--- config.mk ---
export PLATFORM = sky130hd
export DESIGN_NAME = ringQueue
export DESIGN_NICKNAME = d
export VERILOG_FILES = /design/src/rtl/ringq_pkg.sv /design/src/rtl/ringq_ctrl.sv /design/src/rtl/ringq_dpath.sv /design/src/rtl/ringQueue.sv
export SDC_FILE = /design/constraint.sdc
export NUM_CORES = 1
export LEC_CHECK = 0
export BUFFER_PORTS_ARGS = -buffer_cell sky130_fd_sc_hd__buf_4
export CORE_UTILIZATION = 48
export DETAILED_ROUTE_END_ITERATION = 8
export PLACE_DENSITY_LB_ADDON = 0.2
export SYNTH_ARGS = -nofsm -noshare
export SYNTH_HDL_FRONTEND = slang
export SYNTH_SLANG_ARGS = --single-unit
--- constraint.sdc ---
create_clock -name clk -period 2.4 [get_ports clk]
set_input_delay 0.36 -clock clk [delete_from_list [all_inputs] [get_ports clk]]
set_output_delay 0.36 -clock clk [all_outputs]
set_load 0.1 [all_outputs]
--- src/rtl/ringq_pkg.sv ---
package ringq_pkg;

  // Strobes from the control to the datapath, one per accepted operation
  typedef struct packed {
    logic doWrite;   // store pushData at the write address
    logic doRead;    // load the word at the read address into popData
  } ringStrobe_t;

endpackage

--- src/rtl/ringq_ctrl.sv ---
module ringq_ctrl
  import ringq_pkg::*;
#(
  parameter int DEPTH = 8,
  localparam int PTR_W = $clog2(DEPTH)
) (
  input  logic             clk,
  input  logic             rst,
  input  logic             pushValid,
  input  logic             popReq,
  output ringStrobe_t      strobes,
  output logic [PTR_W-1:0] wrAddr,
  output logic [PTR_W-1:0] rdAddr,
  output logic             isFull,
  output logic             isEmpty,
  output logic [PTR_W-1:0] fillCount,
  output logic             overflowErr,
  output logic             underflowErr
);

  logic [PTR_W-1:0] wrPtr;
  logic [PTR_W-1:0] rdPtr;
  logic [PTR_W-1:0] wrPtrNext;
  logic             acceptPush;
  logic             acceptPop;

  assign wrPtrNext = wrPtr + PTR_W'(1);
  assign isEmpty   = (wrPtr == rdPtr);
  assign isFull    = (wrPtrNext == rdPtr);
  assign fillCount = wrPtr - rdPtr;

  // A pop in the same cycle frees a slot, so a push while full is accepted
  assign acceptPop  = popReq && !isEmpty;
  assign acceptPush = pushValid && (!isFull || acceptPop);

  always_comb begin
    strobes         = '0;
    strobes.doWrite = acceptPush;
    strobes.doRead  = acceptPop;
  end

  assign wrAddr = wrPtr;
  assign rdAddr = rdPtr;

  always_ff @(posedge clk) begin
    if (rst) begin
      wrPtr        <= '0;
      rdPtr        <= '0;
      overflowErr  <= 1'b0;
      underflowErr <= 1'b0;
    end else begin
      if (acceptPush) wrPtr <= wrPtrNext;
      if (acceptPop)  rdPtr <= rdPtr + PTR_W'(1);
      overflowErr  <= pushValid && !acceptPush;
      underflowErr <= popReq && !acceptPop;
    end
  end

endmodule

--- src/rtl/ringq_dpath.sv ---
module ringq_dpath
  import ringq_pkg::*;
#(
  parameter int DATA_W = 8,
  parameter int DEPTH  = 8,
  localparam int PTR_W = $clog2(DEPTH)
) (
  input  logic              clk,
  input  logic              rst,
  input  ringStrobe_t       strobes,
  input  logic [PTR_W-1:0]  wrAddr,
  input  logic [PTR_W-1:0]  rdAddr,
  input  logic [DATA_W-1:0] pushData,
  output logic [DATA_W-1:0] popData
);

  logic [DATA_W-1:0] ringMem [DEPTH];

  // Storage is not reset: only slots between the two addresses are meaningful
  always_ff @(posedge clk) begin
    if (strobes.doWrite) ringMem[wrAddr] <= pushData;
  end

  always_ff @(posedge clk) begin
    if (rst)                 popData <= '0;
    else if (strobes.doRead) popData <= ringMem[rdAddr];
  end

endmodule

--- src/rtl/ringQueue.sv ---
module ringQueue
  import ringq_pkg::*;
#(
  parameter int DATA_W = 8,
  parameter int DEPTH  = 8,
  localparam int PTR_W = $clog2(DEPTH)
) (
  input  logic              clk,
  input  logic              rst,
  input  logic              pushValid,
  input  logic [DATA_W-1:0] pushData,
  input  logic              popReq,
  output logic [DATA_W-1:0] popData,
  output logic              isFull,
  output logic              isEmpty,
  output logic [PTR_W-1:0]  fillCount,
  output logic              overflowErr,
  output logic              underflowErr
);

  ringStrobe_t      strobes;
  logic [PTR_W-1:0] wrAddr;
  logic [PTR_W-1:0] rdAddr;

  ringq_ctrl #(.DEPTH(DEPTH)) ctrl_i (
    .clk          (clk),
    .rst          (rst),
    .pushValid    (pushValid),
    .popReq       (popReq),
    .strobes      (strobes),
    .wrAddr       (wrAddr),
    .rdAddr       (rdAddr),
    .isFull       (isFull),
    .isEmpty      (isEmpty),
    .fillCount    (fillCount),
    .overflowErr  (overflowErr),
    .underflowErr (underflowErr)
  );

  ringq_dpath #(.DATA_W(DATA_W), .DEPTH(DEPTH)) dpath_i (
    .clk      (clk),
    .rst      (rst),
    .strobes  (strobes),
    .wrAddr   (wrAddr),
    .rdAddr   (rdAddr),
    .pushData (pushData),
    .popData  (popData)
  );

endmodule

==> summary.txt, run 1 <==
Status: finished with violations
Failing checks: design-rule violations
Post-route total power: 4.59 mW
CP Max Fanout: 9
Root Buffer: clkbuf_8
Total leakage power: 1.32 nW
Syn Nets: 200
Tmin final: 2.30 ns
DR WL/cell: 19.1 um
# diodes: 0
Final cell count without fillers: 305
Fmax: 435 MHz
Clock latency on the worst-skew pair: 0.35 ns
Synth Instances: 183
Layout area overhead: 17.4%
Placed Cells: 289
Die Y: 84.7 um
Worst hold path type: primary input to register
Worst path required time: 2.04 ns
Final wirelength: 5.82 mm
Total GRT Usage: 0.186
Core ar.: 0.00646 sq mm
Relative slew slack: 0.639
Setup CP Type: register to output port
Std cell rows: 29
Flops & latches, synth: 80
H-Tree Depth: 3
Reg clk slew, reported paths: 0.08 ns
Final Hold Viols: 0
Grt ovf: 0
CP Capture Type: output port
Arr. time, crit path: 1.94 ns
Initial DRT Pass Iterations: 6
Top sig layer: met4
Initial Util: 0.508
RSZ-0062 raised after global routing: false
Synth warn: 0
Post-CTS setup buffer count: 0
Post-cts resize count: 0
Worst Max-Slew Pin Slew: 0.542 ns
Met2 WL: 2.95 mm
Max-cap viol count: 0
Layout cells sized above 1: 0.351
Final antenna-violating net count: 0
Via count: 1721
CTS buffer count: 9
Crit start category: register
Post-Syn Area: 0.00328 sq mm
DIE AREA: 0.00717 sq mm
Count of distinct cell types in the synthesized netlist: 31
Syn avg cell area: 17.9 sq um
DP Worst Slack: 0.289 ns
Largest net degree at the start of global routing: 19
Port Buf Inserts: 26
Clock sinks: 80
Period utilization: 0.958
Nets: 240
Hpwl dp: 4.12 mm
Initial antenna violation count: 0
Final count of pins violating max slew: 0
Worst VDD drop: 0.505 mV
DRT met1 WL: 2.36 mm
Die width: 84.7 um
Vias in the first global route: 1773
# IOs: 27
Met3 routed WL: 483 um
Total power per unit cell area: 1190 mW/mm^2
1st-iter DRT viols: 123
CTS Buffer Depth: 2
# DRC: 5
Vias per cell: 5.64
Placer Congestion: 0.799
Hold Buf Count CTS: 0
First-pass GRT wire length: 9.35 mm
Worst Skew: 0.00875 ns
Final setup fails: 0
Seq/Total Area, Yosys: 0.683
CTS tree: done
Setup WS post-layout: 0.100 ns
-- cell usage in the layout (no fill, tap or decap), types with 2 or more instances in the layout --
cell type / instances
xnor2_1: 3
mux2i_1: 10
buf_4: 38
mux4_2: 16
nand2_1: 3
nor2_1: 14
inv_1: 8
bufinv_16: 2
clkbuf_8: 9
xor2_1: 3
a211oi_1: 8
dfxtp_1: 16
ha_1: 3
nor3_1: 4
nor4_1: 3
nand3_1: 2
xnor2_2: 2
inv_6: 2
edfxtp_1: 64
-- cells in the mapped netlist --
cell | instances | area, sq um
a31oi_4 | 1 | 21.3
edfxtp_1 | 64 | 1920
fa_1 | 1 | 20.0
xnor2_4 | 1 | 27.5
mux4_2 | 16 | 360
xnor3_1 | 1 | 22.5
nor3_1 | 5 | 25.0
buf_2 | 3 | 15.0
nor4_4 | 1 | 21.3
nor2_1 | 15 | 56.3
a41oi_2 | 1 | 16.3
clkbuf_1 | 1 | 3.75
a21oi_1 | 1 | 5.00
nand2_1 | 3 | 11.3
buf_4 | 2 | 15.0
xnor2_2 | 1 | 16.3
xnor2_1 | 4 | 35.0
o211ai_1 | 1 | 7.51
ha_1 | 4 | 50.1
dfxtp_1 | 16 | 320
a21o_1 | 1 | 7.51
mux2i_1 | 10 | 100
nor3b_1 | 1 | 7.51
a211oi_1 | 8 | 60.1
nand3_1 | 2 | 10.0
nor4_1 | 4 | 25.0
buf_1 | 1 | 3.75
buf_6 | 2 | 22.5
inv_1 | 8 | 30.0
xor2_1 | 3 | 26.3
o41ai_2 | 1 | 16.3
-- cell families (layout without fill, tap and decap cells) --
group / Yosys count / after routing / share of synthesized area
multiplexers: 26 / 26 / 0.140
flip-flops: 80 / 80 / 0.683
AND/OR/NAND/NOR: 31 / 31 / 0.0477
buffers and inverters: 17 / 62 / 0.0275
AO/OA/AOI/OAI: 14 / 14 / 0.0408
XOR/XNOR: 10 / 10 / 0.0389
adder cells (fa/ha/maj): 5 / 5 / 0.0214
-- cell type report --
cell class / count / area (sq um)
sequential: 80 / 2240
fill: 477 / 2610
timing repair buffer: 38 / 285
clock inverter: 6 / 91.3
clock buffer: 10 / 128
inverter: 8 / 30.0
multi-input combinational: 86 / 977
tap: 77 / 96.3
-- worst max-delay path, cell delays in order, from the launching register on --
cell	delay (ns)
dfxtp_1	0.66
xnor2_4	0.20
xnor2_2	0.22
nor3_2	0.20
buf_4	0.32
-- power breakdown --
part,internal [mW],total [mW],switching (mW)
combinational,0.492,1.80,1.31
sequential,1.65,1.72,0.0733
clock,0.593,1.07,0.476
-- through the flow --
step | hold slack, ns | area [sq um] | util | setup TNS (ns)
6_report | 0.246 | 3850 | 0.596 | 0
5_1_grt | 0.230 | 3850 | 0.596 | 0
4_1_cts | 0.234 | 3850 | 0.596 | 0
3_5_place_dp | 0.498 | 3630 | 0.562 | 0
3_3_place_gp | 0.489 | 3630 | 0.562 | 0
2_1_floorplan | 0.459 | 3310 | - | -1.01
-- worst paths after layout --
check / from / end / slack, ns / cells after the start
min reg2reg: dpath_i.popData[7] / dpath_i.popData[7] / 0.50 / 2
min: pushData[0] / dpath_i.ringMem[3][0] / 0.25 / 1
max: ctrl_i.wrAddr[2] / isFull / 0.10 / 4
max reg2reg: ctrl_i.wrAddr[1] / dpath_i.ringMem[1][4] / 0.28 / 5
-- sequential cells by signal (all words and copies together), names as in the netlist --
| register | count |
|---|---|
| ctrl_i.underflowErr | 1 |
| ctrl_i.rdAddr | 3 |
| ctrl_i.wrAddr | 3 |
| ctrl_i.overflowErr | 1 |
| dpath_i.popData | 8 |
| dpath_i.ringMem | 64 |
-- routing by layer --
| metal | GRT usage | vias up |
|---|---|---|
| met5 | 0 | - |
| met4 | 0.0555 | 0 |
| met3 | 0.0629 | 2 |
| met2 | 0.299 | 64 |
| met1 | 0.242 | 860 |
| li1 | - | 795 |
Power figures use the tool's default switching activity.
==> run 2: changes to the inputs <==
- ABC_AREA: unset -> 1
- REMOVE_ABC_BUFFERS: unset -> 1
==> run 2 against run 1 <==
Net effect: the flow now finishes without violations; largest power group unchanged; critical path depth increased by 3; synthesized cell count grew 72%; register-to-register slack improved by 0.07 ns.
==> summary.txt, run 2 <==
Status: finished clean
CP Capture Type: output port
Die width: 85.5 um (+1.0%)
CP top delay family: buffers and inverters
Grt ovf: 0 (unchanged)
Fmax: 443 MHz (+2.0%)
Post-Syn Area: 0.00335 sq mm (+2.1%)
Post-CTS setup buffer count: 0 (unchanged)
Hpwl dp: 4.72 mm (+14%)
Layout area overhead: 16.5%
CP Max Fanout: 8 (-1)
Largest net degree at the start of global routing: 35 (+16)
Worst path required time: 2.04 ns (about the same)
Max reg flops: 64 (unchanged)
H-Tree Depth: 3 (unchanged)
Synth Flop Type: edfxtp_1
Tmin final: 2.26 ns (-0.0445 ns)
Final wirelength: 7.11 mm (+22%)
CTS tree: done
# DRC: 0 (-5)
# IOs: 27 (unchanged)
CTS Buffer Depth: 2 (unchanged)
Die Y: 85.5 um (+1.0%)
Clock sinks: 80 (unchanged)
Setup CP Type: register to output port
Final antenna-violating net count: 0 (unchanged)
Post-synth top area cell: edfxtp_1
Synth async-reset ratio: 0 (unchanged)
Period utilization: 0.940 (-0.0185)
Port Buf Inserts: 26 (unchanged)
Std cell rows: 30 (+3.4%)
Buffers & Inverters on Critical Path: 3 (+2)
Total leakage power: 1.51 nW (+14%)
Placer Congestion: 0.879 (+10%)
Arr. time, crit path: 1.90 ns (-0.04 ns)
Placed cell areas: 0.00368 sq mm (+1.6%)
Crit start category: register
Initial DRT Pass Iterations: 4 (-2)
Total power per unit cell area: 1150 mW/mm^2 (-3.3%)
Final count of pins violating max slew: 0 (unchanged)
Synth Instances: 314 (+72%)
Most flop-heavy register: dpath_i.ringMem
Nets: 368 (+53%)
1st-iter DRT viols: 234 (+90%)
Worst stage delay on the critical path: 0.42 ns (-0.24 ns)
Worst Skew: 0.0129 ns (+0.00411 ns)
Relative slew slack: 0.633 (-0.00543)
Core ar.: 0.00676 sq mm (+4.6%)
Syn avg cell area: 10.7 sq um (-40%)
Post-synth EDFFs: 64 (unchanged)
Max-cap viol count: 0 (unchanged)
Comb pwr share: 0.388 (-0.004)
Root Buffer: clkbuf_8
Post-route cell area: 0.00390 sq mm (+1.4%)
Final setup fails: 0 (unchanged)
First-pass GRT wire length: 11.1 mm (+19%)
DIE AREA: 0.00732 sq mm (+2.1%)
Slowest-stage cell, CP: dfxtp_2
Worst hold path type: primary input to register
Initial antenna violation count: 0 (unchanged)
Crit path top cell by count: inv_1
Count leader, synth: edfxtp_1
DR WL/cell: 16.3 um (-15%)
Synth warn: 0 (unchanged)
Seq/Total Area, Yosys: 0.669 (-0.0140)
Worst Max-Slew Pin Slew: 0.549 ns (+0.00734 ns)
Count of distinct cell types in the synthesized netlist: 24 (-23%)
Most frequent cells in the layout: edfxtp_1 (64), nor2_1 (59), nand2_1 (56), buf_4 (41), nand3_1 (28)
Layout cells sized above 1: 0.185 (-0.165)
RSZ-0062 raised after global routing: false
Sequential power share: 0.378 (+0.003)
Reg clk slew, reported paths: 0.09 ns (about the same)
Vias in the first global route: 2128 (+20%)
Vias per cell: 5.31 (-5.9%)
Switching share of total power: 0.412 (+0.00704)
Share of the synthesized area in the top cell type: 0.574 (-0.0120)
Total GRT Usage: 0.210 (+0.0243)
Initial Util: 0.496 (-0.0122)
Clock latency on the worst-skew pair: 0.34 ns (about the same)
Most common library cell in the layout ignoring fill and taps: edfxtp_1
Final Hold Viols: 0 (unchanged)
Hold Worst Slack: 0.270 ns (+0.0237 ns)
Biggest regs: dpath_i.ringMem (64), dpath_i.popData (8)
Clock Power Share: 0.234 (about the same)
Psw: 1.85 mW (-0.30%)
CTS buffer count: 9 (unchanged)
Cell-internal power: 2.65 mW (-3.2%)
Synth cell count leaders: edfxtp_1 (64), nor2_1 (59), nand2_1 (56)
Via count: 2316 (+35%)
Flops & latches, synth: 80 (unchanged)
Area contributors post-synth: edfxtp_1 (57%), dfxtp_1 (9.6%), nor2_1 (6.6%), nand2_1 (6.3%), nand3_1 (4.2%)
# diodes: 0 (unchanged)
Worst VDD drop: 0.490 mV (-3.0%)
CP cell instances: inv_1 > ha_1 > inv_1 > o21ai_0 > nor2_1 > and2_1 > buf_4
## run 2: cell count changes after synthesis, sizes merged, moves of 6 or more
cell	delta
nand2	+56
mux4	-16
o21ai	+28
nor2	+44
mux2i	-10
inv	+7
nand3	+29
a211oi	-8
a21oi	+12
buf	+6
## run 2: worst paths after layout
| check | startpoint | endpoint | slack [ns] | cells after the start |
|---|---|---|---|---|
| hold reg to reg | dpath_i.popData[4] | dpath_i.popData[4] | 0.46 | 2 |
| setup / recovery | ctrl_i.wrAddr[0] | isFull | 0.14 | 7 |
| hold / removal | pushData[0] | dpath_i.ringMem[6][0] | 0.27 | 1 |
| setup reg to reg | ctrl_i.wrAddr[0] | dpath_i.ringMem[2][3] | 0.35 | 10 |
## run 2: logic make-up after synthesis
kind of cell,count (synthesis),share of synthesized area
compound gates,41,0.0613
flops,80,0.669
buf+inv,31,0.0407
fa+ha+maj,5,0.0209
xor+xnor,1,0.00262
simple gates,156,0.205
## run 2: final cells by class
type	instances	area, sq um
clock inverters	6	85.1
fillers	576	2850
repair buffers	42	319
clock buffers	10	128
inverters	15	56.3
multi-input cells	203	971
flip-flops and latches	80	2240
well taps	80	100
## run 2: routing by layer
layer | vias to the layer above | wire, um | global-route usage
met5 | - | 0 | 0
met4 | 0 | 84 | 0.0970
met3 | 9 | 494 | 0.0366
met2 | 75 | 3270 | 0.321
met1 | 1094 | 3260 | 0.296
li1 | 1138 | - | -
## run 2: through the flow
step	TNS, ns	setup WS (ns)	util	cells	total power [mW]
after CTS	0	0.00803	0.577	436	4.52
final	0	0.145	0.578	436	4.50
after detailed placement	0	0.245	0.545	420	3.46
after global routing	0	0.0262	0.578	436	4.71
after floorplan	-35.93	-0.984	-	298	3.01
after global placement	0	0.271	0.545	420	3.45
## run 2: power by group through the flow
stage	Combinational, mW	Sequential (mW)	Clock (mW)
final	1.75	1.70	1.05
after global routing	1.87	1.71	1.13
after CTS	1.75	1.70	1.07
after detailed placement	1.73	1.73	0
after global placement	1.72	1.73	0
after floorplan	0.945	2.07	0
## run 2: worst reg2reg max path: stages (launching register included)
cell	delay [ns]
dfxtp_2	0.42
inv_1	0.07
ha_1	0.29
nand2_1	0.06
inv_1	0.06
nand3_4	0.07
nand2_4	0.06
nand3_4	0.13
nand2_2	0.09
nor3_1	0.27
buf_4	0.24
## run 2: what timing repair did
item,CTS,global route
endpoints found under the setup margin,1,2
hold buffers,0,0
resized for setup,1,1
==> run 3: changes to the inputs <==
--- a/config.mk
+++ b/config.mk
@@ -13,2 +13,3 @@
 export REMOVE_ABC_BUFFERS = 1
+export SKIP_CTS_REPAIR_TIMING = 1
 export SYNTH_ARGS = -nofsm -noshare
--- a/constraint.sdc
+++ b/constraint.sdc
@@ -3,2 +3,2 @@
 set_output_delay 0.36 -clock clk [all_outputs]
-set_load 0.1 [all_outputs]
+set_load 0.02 [all_outputs]
==> run 3 against run 2 <==
Net effect: worst hold slack worse by 0.014 ns; largest cell class unchanged; cell area is 0.61% higher; clock power is 5% higher; sequential share of layout area is 0.38 points lower; first-iteration DRC count is 25% lower; sequential power hardly changed; highest routed layer unchanged.
==> summary.txt, run 3 (synthesis gave the netlist of run 2 again) <==
Cell-internal power: 2.67 mW (+0.70%)
GR peak layer: met2
R2r endpoint: dpath_i.ringMem[0][5]
FF-to-FF Start: ctrl_i.wrAddr[1]
Final Hold Viols: 0 (unchanged)
Most common library cell in the layout ignoring fill and taps: edfxtp_1
Worst Reg2Reg Path Length in Cells: 7 (-3)
Met3 usage: 0.0472 (+0.0106)
Final cell count without fillers: 437 (+0.23%)
Hpwl dp: 4.87 mm (+3.3%)
WHS Endpoint: ctrl_i.underflowErr
Layout area overhead: 17.2%
RSZ-0062 raised after global routing: false
R2r setup slk: 0.34 ns (about the same)
Psw: 1.35 mW (-27%)
Initial Util: 0.496 (unchanged)
Worst Max-Slew Pin Slew: 0.668 ns (+0.119 ns)
TNS Setup: 0 ns (unchanged)
Period utilization: 0.875 (-0.0645)
# diodes: 0 (unchanged)
Vias in the first global route: 2293 (+7.8%)
Hold path depth: 3 (+2)
Tmin final: 2.10 ns (-0.155 ns)
CTS tree: done
Vias per cell: 5.48 (+3.1%)
CTS Buffer Depth: 2 (unchanged)
Total power per unit cell area: 1020 mW/mm^2 (-11%)
Std cell rows: 30 (unchanged)
Total GRT Usage: 0.224 (+0.0136)
Switching share of total power: 0.336 (-0.0752)
Final wirelength: 7.40 mm (+4.1%)
Worst hold path type: primary input to register
Die width: 85.5 um (unchanged)
First-pass GRT wire length: 11.7 mm (+5.4%)
Max reg flops: 64 (unchanged)
Relative slew slack: 0.552 (-0.0813)
# IOs: 27 (unchanged)
CP Capture Type: output port
H-Tree Depth: 3 (unchanged)
Largest net degree at the start of global routing: 35 (unchanged)
Die Y: 85.5 um (unchanged)
Worst Skew: 0.0114 ns (-0.00141 ns)
Nets: 369 (+0.27%)
Max-cap viol count: 0 (unchanged)
Post-route cell area: 0.00393 sq mm (+0.61%)
1st-iter DRT viols: 176 (-25%)
Clock sinks: 80 (unchanged)
Fmax: 476 MHz (+7.4%)
Final core occ: 0.581 (+0.00352)
Initial DRT Pass Iterations: 4 (unchanged)
CTS buffer count: 9 (unchanged)
Core ar.: 0.00676 sq mm (unchanged)
Status: finished clean
Placed Cells: 421 (+0.24%)
Met2 Use GR: 0.350 (+0.0291)
Worst VDD drop: 0.466 mV (-4.8%)
Final setup fails: 0 (unchanged)
Sequential power share: 0.421 (+0.043)
Most frequent cells in the layout: edfxtp_1 (64), nor2_1 (59), nand2_1 (56), buf_4 (43), nand3_1 (28)
Reg clk slew, reported paths: 0.09 ns (about the same)
DIE AREA: 0.00732 sq mm (unchanged)
Grt ovf: 0 (unchanged)
Met1 Use GR: 0.304 (+0.00785)
Clock latency on the worst-skew pair: 0.36 ns (+0.02 ns)
Arr. time, crit path: 1.74 ns (-0.16 ns)
CP cell instances: inv_1 > ha_1 > inv_1 > o21ai_0 > nor2_1 > and2_1 > buf_4
Initial antenna violation count: 0 (unchanged)
Biggest regs: dpath_i.ringMem (64), dpath_i.popData (8)
Worst stage delay on the critical path: 0.37 ns (-0.05 ns)
Comb pwr share: 0.306 (-0.082)
Final antenna-violating net count: 0 (unchanged)
# DRC: 0 (unchanged)
Placed cell areas: 0.00369 sq mm (+0.20%)
Clock Power Share: 0.273 (+0.039)
Total leakage power: 1.52 nW (+0.72%)
Setup CP Type: register to output port
CP Max Fanout: 3 (-5)
Most flop-heavy register: dpath_i.ringMem
DR WL/cell: 16.9 um (+3.9%)
Port Buf Inserts: 26 (unchanged)
Root Buffer: clkbuf_8
Slowest-stage cell, CP: dfxtp_1
Layout cells sized above 1: 0.196 (+0.0107)
Via count: 2393 (+3.3%)
Worst path required time: 2.04 ns (about the same)
Crit start category: register
Crit path top cell by count: inv_1
Placer Congestion: 0.844 (-4.0%)
Final count of pins violating max slew: 0 (unchanged)
Hold Crit Start: popReq
## run 3: cell types whose count changed in the layout (fill, tap and decap cells not counted)
| cell | delta |
|---|---|
| clkinv_4 | +1 |
| nor3_1 | -3 |
| buf_6 | -1 |
| clkbuf_1 | -1 |
| clkinvlp_4 | -1 |
| inv_6 | +1 |
| dfxtp_2 | -1 |
| buf_4 | +2 |
| nor3_2 | +3 |
| dfxtp_1 | +1 |
## run 3: power groups by stage
stage / combinational [mW] / clock [mW] / sequential (mW)
after floorplan: 0.633 / 0 / 1.82
final: 1.23 / 1.10 / 1.69
after global routing: 1.37 / 1.16 / 1.71
after CTS: 1.23 / 1.11 / 1.69
after detailed placement: 1.22 / 0 / 1.72
after global placement: 1.20 / 0 / 1.72
## run 3: worst max path at each step
stage,cells after the start,end,startpoint,slack [ns]
detailed placement,7,dpath_i.ringMem[0][6],ctrl_i.wrAddr[1],-0.01
finish,7,isFull,ctrl_i.wrAddr[0],0.30
floorplan,9,dpath_i.ringMem[0][0],ctrl_i.rdAddr[1],-0.48
global route,6,isFull,ctrl_i.wrAddr[1],0.13
CTS,7,dpath_i.ringMem[0][5],ctrl_i.wrAddr[1],-0.04
global placement,7,dpath_i.ringMem[0][6],ctrl_i.wrAddr[1],0.12
## run 3: stage by stage
| step | power, mW | setup WS [ns] | hold WS [ns] |
|---|---|---|---|
| 2_1_floorplan | 2.46 | -0.483 | 0.429 |
| 3_3_place_gp | 2.92 | 0.124 | 0.452 |
| 3_5_place_dp | 2.94 | -0.0106 | 0.455 |
| 4_1_cts | 4.03 | -0.0362 | 0.243 |
| 5_1_grt | 4.24 | 0.130 | 0.242 |
| 6_report | 4.02 | 0.300 | 0.255 |
## run 3: worst max-delay path: cells and delay by family (launching register included)
family / cells / cell delay, ns
AOI/OAI and AO/OA: 1 / 0.08
adders and majority gates: 1 / 0.28
buffers and inverters: 3 / 0.27
DFF: 1 / 0.37
and+or+nand+nor: 2 / 0.38
## run 3: layer usage
metal  part of all wire  up-vias
met5                  0        -
li1                   -     1139
met1               0.43     1140
met4              0.023        0
met3              0.074       16
met2               0.47       98
## run 3: layout make-up
class / instances / area [sq um]
fillers: 576 / 2830
flip-flops and latches: 80 / 2240
multi-input cells: 203 / 986
repair buffers: 43 / 323
clock buffers: 9 / 124
well taps: 80 / 100
clock inverters: 7 / 95.1
inverters: 15 / 56.3
